`src/rtl/spad_pkg.sv`:
```
package spad_pkg;

    localparam int REG_COUNT = 8;
    localparam int REG_W     = 64;
    localparam int MASK_W    = 32;
    localparam int SEL_W     = 3;
    localparam int ALIGN_W   = 3;

    typedef enum logic [1:0] {
        WIN_FULL  = 2'd0,
        WIN_SMALL = 2'd1,
        WIN_REG   = 2'd2
    } window_e;

    typedef struct packed {
        logic [SEL_W-1:0]  a_reg;
        logic [SEL_W-1:0]  a_loc;
        logic [MASK_W-1:0] a_mask;
        logic [SEL_W-1:0]  c_reg;
        logic [SEL_W-1:0]  c_loc;
        logic [MASK_W-1:0] c_mask;
    } operand_instr_t;

    function automatic window_e loc_to_window(input logic [SEL_W-1:0] loc);
        if (loc == '0)
            return WIN_FULL;
        else if (!loc[SEL_W-1])
            return WIN_SMALL;
        else
            return WIN_REG;
    endfunction

    function automatic logic [REG_W-1:0] widen_mask(input logic [MASK_W-1:0] m);
        return {{(REG_W-MASK_W){m[MASK_W-1]}}, m};
    endfunction

endpackage

```
`src/rtl/spad_regfile.sv`:
```
module spad_regfile #(
    parameter int NREG = 8,
    parameter int DW   = 64,
    localparam int IW  = $clog2(NREG)
) (
    input  logic          clk,
    input  logic          rst,
    input  logic [IW-1:0] rd0_idx,
    output logic [DW-1:0] rd0_data,
    input  logic [IW-1:0] rd1_idx,
    output logic [DW-1:0] rd1_data,
    input  logic          we,
    input  logic [IW-1:0] wr_idx,
    input  logic [DW-1:0] wr_data
);
    logic [DW-1:0] store [NREG];

    for (genvar g = 0; g < NREG; g++) begin : g_entry
        always_ff @(posedge clk) begin
            if (rst)
                store[g] <= '0;
            else if (we && wr_idx == IW'(g))
                store[g] <= wr_data;
        end
    end

    assign rd0_data = store[rd0_idx];
    assign rd1_data = store[rd1_idx];
endmodule

```
`src/rtl/spad_window_addr.sv`:
```
module spad_window_addr
    import spad_pkg::*;
#(
    parameter int FULL_ENTRIES  = 32768,
    parameter int SMALL_ENTRIES = 2048,
    parameter int ADDR_W        = $clog2(FULL_ENTRIES) + ALIGN_W
) (
    input  logic [SEL_W-1:0]  loc,
    input  logic [MASK_W-1:0] index_src,
    output logic              is_mem,
    output logic [ADDR_W-1:0] byte_addr
);
    localparam logic [MASK_W-1:0] FULL_MASK  = MASK_W'(FULL_ENTRIES - 1);
    localparam logic [MASK_W-1:0] SMALL_MASK = MASK_W'(SMALL_ENTRIES - 1);

    window_e           win;
    logic [MASK_W-1:0] idx;

    always_comb begin
        win = loc_to_window(loc);
        unique case (win)
            WIN_FULL:  idx = index_src & FULL_MASK;
            WIN_SMALL: idx = index_src & SMALL_MASK;
            default:   idx = '0;
        endcase
        is_mem    = (win != WIN_REG);
        byte_addr = ADDR_W'({idx, {ALIGN_W{1'b0}}});
    end
endmodule

```
`src/rtl/spad_addr_gen.sv`:
```
module spad_addr_gen
    import spad_pkg::*;
#(
    parameter int FULL_ENTRIES  = 32768,
    parameter int SMALL_ENTRIES = 2048,
    localparam int IDX_W        = $clog2(FULL_ENTRIES),
    localparam int ADDR_W       = IDX_W + 3
) (
    input  logic              clk,
    input  logic              rst,
    input  logic              in_valid,
    input  logic [2:0]        a_reg,
    input  logic [2:0]        a_loc,
    input  logic [31:0]       a_mask,
    input  logic [2:0]        c_reg,
    input  logic [2:0]        c_loc,
    input  logic [31:0]       c_mask,
    output logic              out_valid,
    output logic              a_is_mem,
    output logic [ADDR_W-1:0] a_addr,
    output logic [63:0]       a_value,
    output logic              c_is_mem,
    output logic [ADDR_W-1:0] c_addr,
    output logic [63:0]       c_value
);
    operand_instr_t    instr_q;
    logic              valid_q;
    logic [REG_W-1:0]  src_cur;
    logic [REG_W-1:0]  dst_cur;
    logic [REG_W-1:0]  src_upd;
    logic [REG_W-1:0]  dst_eff;
    logic [MASK_W-1:0] dst_index;

    always_ff @(posedge clk) begin
        if (rst) begin
            valid_q <= 1'b0;
            instr_q <= '0;
        end else begin
            valid_q <= in_valid;
            if (in_valid)
                instr_q <= '{a_reg: a_reg, a_loc: a_loc, a_mask: a_mask,
                             c_reg: c_reg, c_loc: c_loc, c_mask: c_mask};
        end
    end

    spad_regfile #(
        .NREG (REG_COUNT),
        .DW   (REG_W)
    ) u_regs (
        .clk      (clk),
        .rst      (rst),
        .rd0_idx  (instr_q.a_reg),
        .rd0_data (src_cur),
        .rd1_idx  (instr_q.c_reg),
        .rd1_data (dst_cur),
        .we       (valid_q),
        .wr_idx   (instr_q.a_reg),
        .wr_data  (src_upd)
    );

    always_comb begin
        src_upd   = src_cur ^ widen_mask(instr_q.a_mask);
        dst_eff   = (instr_q.c_reg == instr_q.a_reg) ? src_upd : dst_cur;
        dst_index = dst_eff[MASK_W-1:0] ^ instr_q.c_mask;
    end

    spad_window_addr #(
        .FULL_ENTRIES  (FULL_ENTRIES),
        .SMALL_ENTRIES (SMALL_ENTRIES),
        .ADDR_W        (ADDR_W)
    ) u_src_addr (
        .loc       (instr_q.a_loc),
        .index_src (src_upd[MASK_W-1:0]),
        .is_mem    (a_is_mem),
        .byte_addr (a_addr)
    );

    spad_window_addr #(
        .FULL_ENTRIES  (FULL_ENTRIES),
        .SMALL_ENTRIES (SMALL_ENTRIES),
        .ADDR_W        (ADDR_W)
    ) u_dst_addr (
        .loc       (instr_q.c_loc),
        .index_src (dst_index),
        .is_mem    (c_is_mem),
        .byte_addr (c_addr)
    );

    assign out_valid = valid_q;
    assign a_value   = src_upd;
    assign c_value   = dst_eff;
endmodule

```
`config.mk`:
```
export PLATFORM = sky130hd
export DESIGN_NAME = spad_addr_gen
export DESIGN_NICKNAME = d
export VERILOG_FILES = /design/src/rtl/spad_pkg.sv /design/src/rtl/spad_regfile.sv /design/src/rtl/spad_window_addr.sv /design/src/rtl/spad_addr_gen.sv
export SDC_FILE = /design/constraint.sdc
export NUM_CORES = 1
export LEC_CHECK = 0
export BUFFER_PORTS_ARGS = -buffer_cell sky130_fd_sc_hd__buf_4
export CORE_AREA = 5 5 202 302
export CTS_CLUSTER_SIZE = 10
export DETAILED_ROUTE_END_ITERATION = 10
export DIE_AREA = 0 0 207 307
export GPL_ROUTABILITY_DRIVEN = 0
export HOLD_SLACK_MARGIN = 0.08
export PLACE_DENSITY = 0.74
export SYNTH_ARGS = -nofsm -noshare
export SYNTH_HDL_FRONTEND = slang
export SYNTH_SLANG_ARGS = --single-unit
```
`constraint.sdc`:
```
create_clock -name clk -period 2.95 [get_ports clk]
set_input_delay 0.7375 -clock clk [delete_from_list [all_inputs] [get_ports clk]]
set_output_delay 0.7375 -clock clk [all_outputs]
set_load 0.01 [all_outputs]
```
# ---- Word level (Yosys, flattened, before mapping)
# Memory sizes are Yosys's and may differ from the RTL's. A register that Yosys moved wholly into a read port is not among the register bits.
# Index checks and enable logic that the tools add are counted.
dict set report word_totals {
  reg_bits 60
  ram_bits 512
  input_bits 79
  output_inout_bits 167
  elab_cells 88
  n_memories 1
}
# memory words word_bits read_ports rd_clocked_by_memory_dff wr line_no
set memory_table {}
lappend memory_table {u_regs.store 8 64 2 2 8 spad_regfile.sv:16} ;# logic [DW-1:0] store [NREG];
dict set report op_classes {
  eq_ne 12
  mux 45
  n_bitwise 10
  reduce_logical 13
}
# cell n
set op_table {}
lappend op_table {{two-way mux 64 bit} 9}
lappend op_table {{bitwise XOR 64 bit} 1}
lappend op_table {{case mux 15 bit (2 select lines)} 2}
lappend op_table {{two-way mux 1 bit} 26}
lappend op_table {{bitwise XOR 15 bit} 1}
lappend op_table {{== test 3 bit, second input constant} 4}
lappend op_table {{two-way mux 3 bit} 4}
lappend op_table {{zero test 3 bit} 3}
lappend op_table {{logical AND 1 bit} 8}
lappend op_table {{two-way mux 2 bit} 4}
lappend op_table {{OR 1 bit} 8}
lappend op_table {{== test 3 x 2 -> 1 bit, second input constant} 2}
lappend op_table {{== test 2 x 1 -> 1 bit, second input constant} 2}
lappend op_table {{zero test 2 bit} 2}
lappend op_table {{inequality test 2 bit, second input constant} 2}
lappend op_table {{== test 3 x 1 -> 1 bit, second input constant} 1}
lappend op_table {{== test 3 bit} 1}

# ---- Longest topological paths before layout
# Gate-level depths: netlist of the first run.
dict set report depth {
  ltp_word 6
  mapped_depth 10
  mapped_depth_nobuf 5
}

# ---- Hierarchy
# Synthesis of the first run repeated with hierarchy kept, for this count alone.
dict set report hier_totals {
  cells_unflattened 2136
  hier_area_um2 31206.2
}
# module instances cells_per_inst area_per_inst_um2 seq_area_each_um2
set by_module_without_submodules {}
lappend by_module_without_submodules {spad_regfile 1 1672 26405.3 15374.7}
lappend by_module_without_submodules {spad_addr_gen 1 422 4455.5 1541.5}
lappend by_module_without_submodules {spad_window_addr 2 21 172.7 0.0}

# ---- Worst setup path before layout of the first run
# OpenSTA, ideal clock, no wires.
dict set report synth_timing {
  path_kind {in2reg}
  start {in rst}
  end {mem u_regs.store[7][0] (enable)}
  setup_ns 0.426
  arrival_time_ns 2.688
  required_ns 2.524
  path_slack_ns -0.164
  path_stages 3
  n_path_buf 2
  cell_sequence {clkbuf_1 clkbuf_1 a41o_1}
}
# item line_no
set synth_rtl {}
lappend synth_rtl {{start: declaration} spad_addr_gen.sv:10} ;# input logic rst,
lappend synth_rtl {{end: declaration} spad_regfile.sv:16}

==> results of run 1 <==
## logic make-up after synthesis
kind of cell	Yosys count	synth area share [%]
compound gates	178	3.85
xor+xnor	63	4.66
buf+inv	268	3.84
flops	578	52.8
mux	420	24.2
other cells	1	0.0119
simple gates	774	10.6
## repair_timing
item,in CTS,in global routing
pin swaps,66,89
endpoints found under the setup margin,158,158
buffers inserted,95,69
endpoints found under the hold margin,0,0
gates resized for setup,309,198
gates cloned,18,11
## metal layers
metal / vias to the layer above / GRT usage (%)
li1: 9385 / -
met1: 11500 / 36.0
met2: 1600 / 51.7
met3: 373 / 5.20
met4: 0 / 13.2
met5: - / 0
## power by group through the flow
stage,logic [mW],registers [mW],clock network [mW]
after CTS,5.89,9.52,7.64
after global placement,4.96,9.63,0
after detailed placement,5.02,9.68,0
final,6.45,9.55,7.61
after global routing,6.76,9.58,7.98
after floorplan,2.93,9.58,0
## state kept, by name, indices dropped and copies added (netlist names), named ones only
register and count:
instr_q 59, u_regs.store 512, out_valid 1
## worst max-delay path, cell delays in order (launching register included)
cell and delay (ns):
sky130_fd_sc_hd__dfxtp_4 0.37, sky130_fd_sc_hd__buf_12 0.16, sky130_fd_sc_hd__buf_12 0.14, sky130_fd_sc_hd__clkbuf_16 0.17, sky130_fd_sc_hd__mux4_2 0.53, sky130_fd_sc_hd__mux2i_4 0.24
sky130_fd_sc_hd__xor2_4 0.26, sky130_fd_sc_hd__a21oi_2 0.08, sky130_fd_sc_hd__buf_4 0.16
## cells in the final DEF, fill, tap and decap left out, drive strengths merged, types with 22 or more instances in the layout
cell	netlist	final
nor2	600	600
buf	95	573
edfxtp	512	512
mux4	226	226
mux2i	190	190
clkbuf	103	104
inv	70	74
dfxtp	66	66
xor2	60	61
nor2b	58	58
a21oi	53	53
a211oi	49	49
a22oi	30	30
nand2	22	22
## layout make-up
class	count	share of cell area (%)
clock inverter	8	0.156
multi-input combinational	1442	36.3
sequential	578	40.8
inverter	70	0.677
timing repair buffer	585	15.2
clock buffer	94	4.52
tap	777	2.37
## worst paths after layout
check	end	slack, ns	start
min reg2reg	instr_q[71]$_SDFFE_PP0P_	0.49	instr_q[71]$_SDFFE_PP0P_
max	c_value[39]	-0.52	flop
max reg2reg	u_regs.store[4][23]$_SDFFCE_PN0P_	0.44	flop
min	instr_q[51]$_SDFFE_PP0P_	0.37	a_mask[13]
## metrics by stage
step	hold slack [ns]	setup TNS, ns	setup WS [ns]	utilization [%]
final	0.373	-57.17	-0.517	70.2
after global routing	0.373	-66.03	-0.586	70.2
after CTS	0.345	-58.13	-0.507	67.9
after detailed placement	0.484	-0.204	-0.0581	60.5
after global placement	0.467	-0.00316	-0.00316	60.5
after floorplan	0.452	0	0.254	-
==> run summary, run 1 <==
The floorplan step set the die width to 207 um. The overall power is 23.6 mW. Setup repair after global routing could not meet its margin everywhere. Of the post-synthesis cell area, the dominant cell type holds 48.6%. The tools report the area of all placed cells without fillers as 41000 um^2.

In the synthesized netlist the dominant register cell turns out to be sky130_fd_sc_hd__edfxtp_1. The floorplan step defined a die boundary enclosing 63500 um^2. The worst path in the final design needs a cycle of 3.47 ns, including I/O delays and setup. The logs give 35300 um^2 for the placement-stage cell area and 2825 for the violation count after the first detailed-routing iteration.

After detailed routing, no signal wire sits above met4. The sequential cells in the finished layout cover a total of 16700 um^2. Data arrives at the worst endpoint at 2.73 ns. Summing every instance area after synthesis gives 31600 um^2. The tools report the amount of wire on met2 after detailed routing as 50500 um. The worst register-to-register path has a depth of 11.

The height of the die is 307 um, and the source-to-sink clock delay at the later pin of the worst-skew pair is 0.61 ns. The worst path uses 118% of the clock period. The netlist uses 45 different library cells. Sorting the synthesized cells by how often they occur yields 599 x sky130_fd_sc_hd__nor2_1, 512 x sky130_fd_sc_hd__edfxtp_1, 224 x sky130_fd_sc_hd__mux4_2.

The tools report the net switching power as 6.85 mW. After clock tree synthesis, the clock-pin slew on the worst setup and hold paths is 0.06 ns. The worst hold path belongs to the class in -> reg. In the routed layout, each cell is associated on average with a via count of 6.44.

The residual DRC count is 0. The tools report the largest buffer count on any clock path as 3. sky130_fd_sc_hd__nor2_1 is the most common cell in the netlist. The layout cell share with drive strength beyond 1 is 45.3%, and the sequential group share of total power is 40.5%. STA classifies the critical path endpoint as a primary output. The tools report the routed metal-1 wire length as 34100 um. After detailed routing, the total wire length is 100000 um.

The kind of critical path was reg -> out. Entering global routing, the biggest net connects 59 pins. The final worst slack was -0.517 ns. The net count of the finished layout is 2824.

The floorplan row count came out at 109. The tools report the number of global-route vias before repair as 23600. Counting flops with an async set or reset pin after synthesis yields a share of 0%. The logs give 0 for the antenna violation net count after detailed routing and 27.3% for the fraction of power consumed by combinational cells. After clock tree synthesis, the flow added hold-fix buffers numbering 0.

In the final routed layout, each cell accounts on average for 28.1 um. The logs give 52.8% for the share of synthesized area occupied by flip-flops and latches and 0 for the count of warnings emitted by yosys. Yosys mapped a number of flops with a built-in enable equal to 512.

At the pin with the least slew margin, the transition time is 0.984 ns. Area of the multi-input gates: 14900 um^2. By area the synthesized netlist is led by sky130_fd_sc_hd__edfxtp_1 49%, sky130_fd_sc_hd__mux4_2 16%, sky130_fd_sc_hd__nor2_1 7.1%, sky130_fd_sc_hd__mux2i_1 4.5%, sky130_fd_sc_hd__xor2_4 4.3%. The estimated wirelength of the detail-placed design came out at 53200 um. The run gives 0 as the initial antenna violation count.

Along the worst hold path, the cell count comes to 3. Post-synthesis cell type with the largest combined area: sky130_fd_sc_hd__edfxtp_1. The area growth from synthesis to layout is 29.7%. Summed over all layers, the global routing overflow is 0. The maximum resistive drop on vdd came out at 0.353 mV. Across the routed clock network, the largest skew measured is 0.0199 ns. The run gives 0 as the number of hold violations in the final report.

For this design the static power due to leakage is 15.2 nW. Clock tree root buffer cell: sky130_fd_sc_hd__clkbuf_16. The tightest slew margin relative to the limit was 34.3%; the total I/O pin count was 246.

The global-route total usage across every layer was 29.5%; the count of state elements after synthesis was 578. After technology mapping, the gate count stands at 2282. Port buffering added 222 buffers. The final reports fail on setup timing.

Detailed routing placed a total of 9930 um of wire on met3. The H-tree was split into 3 levels. The final instance count without filler cells was 3554; the final-report max-slew violation count was 0. The number of buffers created by CTS was 68; the maximum frequency from static timing analysis was 288 MHz. Counting tap cells, the placed design contains a total of 3276 instances. The logs give 54.1% for the effective utilization at floorplan and 16.8 mW for the internal power consumption. The tools report the clock net sink count as 578. The pre-antenna-repair detailed-routing pass consisted of 6 iterations. TritonCTS built the clock tree. The run finished, with violations left. Of all nets on the critical path, the largest fanout is 7. The worst setup path is launched from a flop. Fraction of power spent switching nets: 29.0%. For the area of the core, the log shows 58400 um^2. Setup violations remaining at the end of the flow were counted as 158. The average size of a mapped cell works out to 13.8 um^2. The count of inserted antenna diode cells came out at 0. The count of fill cells added during filler insertion is 3649, and the share of power burned in the clock network is 32.2%. The first global-routing pass estimated 144000 um of wire. The tools report the data required time of the critical path as 2.21 ns. Across the run, the number of max-cap violations was 0. In this run the power density over the cells is 576 nW/um^2.

The run gives 22900 as the total via count in the routed design.
No activity file was read; power rests on OpenSTA's default activity.
==> inputs of run 2 (changes only) <==
--- a/config.mk
+++ b/config.mk
@@ -6,13 +6,15 @@
 export NUM_CORES = 1
 export LEC_CHECK = 0
 export BUFFER_PORTS_ARGS = -buffer_cell sky130_fd_sc_hd__buf_4
-export CORE_AREA = 5 5 202 302
+export CORE_AREA = 5 5 201 300
 export CTS_CLUSTER_SIZE = 10
 export DETAILED_ROUTE_END_ITERATION = 10
-export DIE_AREA = 0 0 207 307
+export DIE_AREA = 0 0 206 305
 export GPL_ROUTABILITY_DRIVEN = 0
 export HOLD_SLACK_MARGIN = 0.08
 export PLACE_DENSITY = 0.74
+export SLEW_MARGIN = 40
 export SYNTH_ARGS = -nofsm -noshare
 export SYNTH_HDL_FRONTEND = slang
+export SYNTH_HIERARCHICAL = 1
 export SYNTH_SLANG_ARGS = --single-unit
==> run summary, run 2 <==
The internal power consumption is 16.5 mW (-1.4%), and the net switching power is 6.16 mW (-10%). The flow ran to the end, but the final reports show violations. The layout cell share with drive strength beyond 1 came out at 45.4% (about the same). The source-to-sink clock delay at the later pin of the worst-skew pair is 0.59 ns (-0.02 ns), and the maximum resistive drop on vdd is 0.422 mV (+20%). Worst stage delay on the critical path: 0.37 ns (-0.16 ns). For the sequential group share of total power, the log shows 41.5% (+1.0 points). The worst setup skew after layout is 0.0240 ns (+0.00408 ns).

Count of warnings emitted by yosys: 6 (+6). The register bank with the most flops is u_regs/store. The number of buffers created by CTS was 67 (-1.5%).

The arrival time at the worst endpoint came out at 3.02 ns (+0.29 ns). The largest buffer count on any clock path was 3 (unchanged); the ratio of routed vias to standard cells was 6.43 (-0.14%). The tools report the standby leakage power as 13.7 nW (-9.4%). Setup repair after global routing could not meet its margin everywhere. The final-report max-slew violation count was 0 (unchanged); the hold-fix buffer count after cts was 0 (unchanged). Antenna violation net count after detailed routing: 0 (unchanged). The die span in x was 206 um (-0.48%). The run gives 53.1% (-1.1 points) as the effective utilization at floorplan.

The number of global-route vias before repair was 21700 (-8.2%). The first-pass GRT wire length is 129000 um (-10%). The post-synthesis cell area came out at 30500 um^2 (-3.6%). The flip-flop count of the largest register, all copies and words added came out at 512 (unchanged).

The initial antenna violation count came out at 1 (+1). The checks that failed: setup timing. The die footprint was 62800 um^2 (-1.1%); the average size of a mapped cell was 14.8 um^2 (+6.5%).

The commonest non-fill, non-tap cell in the layout was sky130_fd_sc_hd__edfxtp_1. The violation count after the first detailed-routing iteration is 2016 (-29%). Share of power burned in the clock network: 33.5% (+1.3 points). The tools report the data required time of the critical path as 2.21 ns (about the same). Counting stages on the worst path, the most repeated cell is sky130_fd_sc_hd__buf_12. The clock-pin slew on the worst setup and hold paths was 0.06 ns (about the same); the residual DRC count was 0 (unchanged).

The largest individual stage delay along the critical path comes from the cell sky130_fd_sc_hd__dfxtp_4. The tools report the area of the core as 57400 um^2 (-1.6%). The final hold slack is 0.383 ns (+0.0101 ns), and the number of failing setup endpoints in the final timing report is 158 (unchanged).

For the total I/O pin count, the log shows 246 (unchanged). By startpoint and endpoint, the worst setup path is classified as reg -> out. The final wirelength came out at 87200 um (-13%). Grouping stages by cell kind, the critical path spends the most delay in buffers and inverters. The highest net fanout along the worst path works out to 7 (unchanged). The tightest slew margin relative to the limit is 46.7% (+12 points). Overall power: 22.7 mW (-3.9%). Final net count: 2448 (-13%).

Global-route total usage across every layer: 26.9% (-2.6 points). The run gives 157 (+170%) as the largest net degree at the start of global routing. Walking the worst path, the cells encountered are buf_12 -> buf_12 -> buf_4 -> buf_16 -> xor2_4 -> nor3_4 -> buf_12 -> buf_12 -> mux2_4 -> xor2_2 -> nor4b_4 -> buf_4.

The min-delay analysis places its worst path in the category in -> reg. The run gives 6 (unchanged) as the number of detailed-routing iterations run before antenna repair. The tools report the nature of the critical path startpoint as a flop.

The quantity of I/O buffers inserted on ports came out at 222 (unchanged). The minimum clock period was 3.76 ns (+0.293 ns); the mean routed wirelength per cell was 27.4 um (-2.5%). CTS placed an instance of sky130_fd_sc_hd__clkbuf_16 at the clock tree root.

For the total congestion overflow, the log shows 0 (unchanged). The total via count in the routed design came out at 20500 (-11%). The worst-margin pin slew was 0.799 ns (-0.185 ns).

The library cells used most frequently in the layout, excluding fill and tap cells, are 512 x sky130_fd_sc_hd__edfxtp_1, 511 x sky130_fd_sc_hd__nor3_1, 259 x sky130_fd_sc_hd__buf_4. The fraction of power spent switching nets was 27.2% (-1.8 points); the fraction of power consumed by combinational cells was 25.0% (-2.3 points). The floorplan row count is 108 (-0.92%). The count of buffer and inverter cells on the critical path works out to 7 (+3). Type of element capturing the critical path: a primary output. The total power density per cell area was 592 nW/um^2 (+2.8%); the fraction of the cycle the final worst path needs was 127% (+9.9 points). The logs give 3 (unchanged) for the count of H-tree levels built during CTS and 0 (unchanged) for the max capacitance violation total.

For the post-synthesis cell count, the log shows 2066 (-9.5%). TritonCTS built the clock tree. The tools report the maximum frequency from static timing analysis as 266 MHz (-7.8%). The run gives 0 (unchanged) as the number of hold violations in the final report. Clock net sink count: 572 (-1.0%).

Height of the die: 305 um (-0.65%). The final worst slack was -0.809 ns (-0.293 ns); the layout-stage area growth over the synthesis result was 25.7%. The run gives 47600 um (-11%) as the estimated wirelength of the detail-placed design.
-- run 2: cell count changes in the layout (fill, tap and decap cells not counted), moves of 53 or more --
| cell | change |
|---|---|
| sky130_fd_sc_hd__inv_2 | -56 |
| sky130_fd_sc_hd__xor2_4 | -53 |
| sky130_fd_sc_hd__mux2_4 | +116 |
| sky130_fd_sc_hd__nor2b_1 | -55 |
| sky130_fd_sc_hd__clkinv_1 | +62 |
| sky130_fd_sc_hd__nor2_1 | -526 |
| sky130_fd_sc_hd__buf_4 | -101 |
| sky130_fd_sc_hd__mux2i_4 | -64 |
| sky130_fd_sc_hd__nor3_1 | +511 |
| sky130_fd_sc_hd__mux2_2 | +72 |
| sky130_fd_sc_hd__xor2_2 | +61 |
-- run 2: cell type report --
| type | count | area (um^2) |
|---|---|---|
| Antenna cell | 1 | 2.50 |
| Fill cell | 3894 | 19100 |
| Sequential cell | 572 | 16600 |
| Inverter | 66 | 251 |
| Multi-Input combinational cell | 1214 | 13700 |
| Clock inverter | 5 | 61.3 |
| Timing Repair Buffer | 448 | 4880 |
| Tap cell | 770 | 963 |
| Clock buffer | 104 | 1900 |
-- run 2: path summary, 6_finish.rpt --
path	startpoint	endpoint	slack, ns	cells after the start
max	instr_q[73]$_SDFFE_PP0P_	c_addr[17]	-0.81	12
min	a_mask[21]	instr_q[59]$_SDFFE_PP0P_	0.38	3
max reg2reg	instr_q[73]$_SDFFE_PP0P_	u_regs/store[7][26]$_SDFFCE_PN0P_	0.12	11
min reg2reg	instr_q[9]$_SDFFE_PP0P_	instr_q[9]$_SDFFE_PP0P_	0.52	2
-- run 2: metal layers --
| metal | vias to the layer above | track usage, % | wire (um) |
|---|---|---|---|
| met5 | - | 0 | 0 |
| met4 | 0 | 10.3 | 3320 |
| met3 | 226 | 4.28 | 7950 |
| met2 | 1223 | 47.5 | 45700 |
| met1 | 10300 | 33.2 | 30300 |
| li1 | 8660 | - | - |
-- run 2: timing repair --
action,CTS,global route
setup buffers,28,44
pin swaps,1,1
cloned,10,9
resized for setup,114,177
setup endpoints to repair,158,161
hold endpoints to repair,0,0
-- run 2: worst reg2reg max path, delay by kind of cell, from the launching register on --
kind / cells / cell delay, ns
multiplexers: 2 / 0.79
buffers and inverters: 7 / 1.00
XOR/XNOR: 1 / 0.15
AND/OR/NAND/NOR: 1 / 0.33
flip-flops: 1 / 0.39
-- run 2: per-stage QoR --
| stage | instance area (um^2) | TNS (ns) | instances | util (%) | worst slack, ns |
|---|---|---|---|---|---|
| detailed placement | 34100 | -7.61 | 2995 | 59.5 | -0.217 |
| global placement | 34100 | -5.82 | 2995 | 59.5 | -0.180 |
| finish | 38300 | -86.71 | 3180 | 66.7 | -0.809 |
| global route | 38300 | -99.05 | 3179 | 66.7 | -0.898 |
| CTS | 37100 | -90.37 | 3138 | 64.7 | -0.782 |
| floorplan | 30800 | -79.06 | 2070 | - | -0.369 |
-- run 2: power groups by stage --
stage	sequential (mW)	clock [mW]	combinational, mW
3_5_place_dp	9.56	0	4.76
4_1_cts	9.40	7.70	5.14
3_3_place_gp	9.50	0	4.71
2_1_floorplan	9.48	0	2.79
6_report	9.41	7.60	5.67
5_1_grt	9.44	8.03	5.97
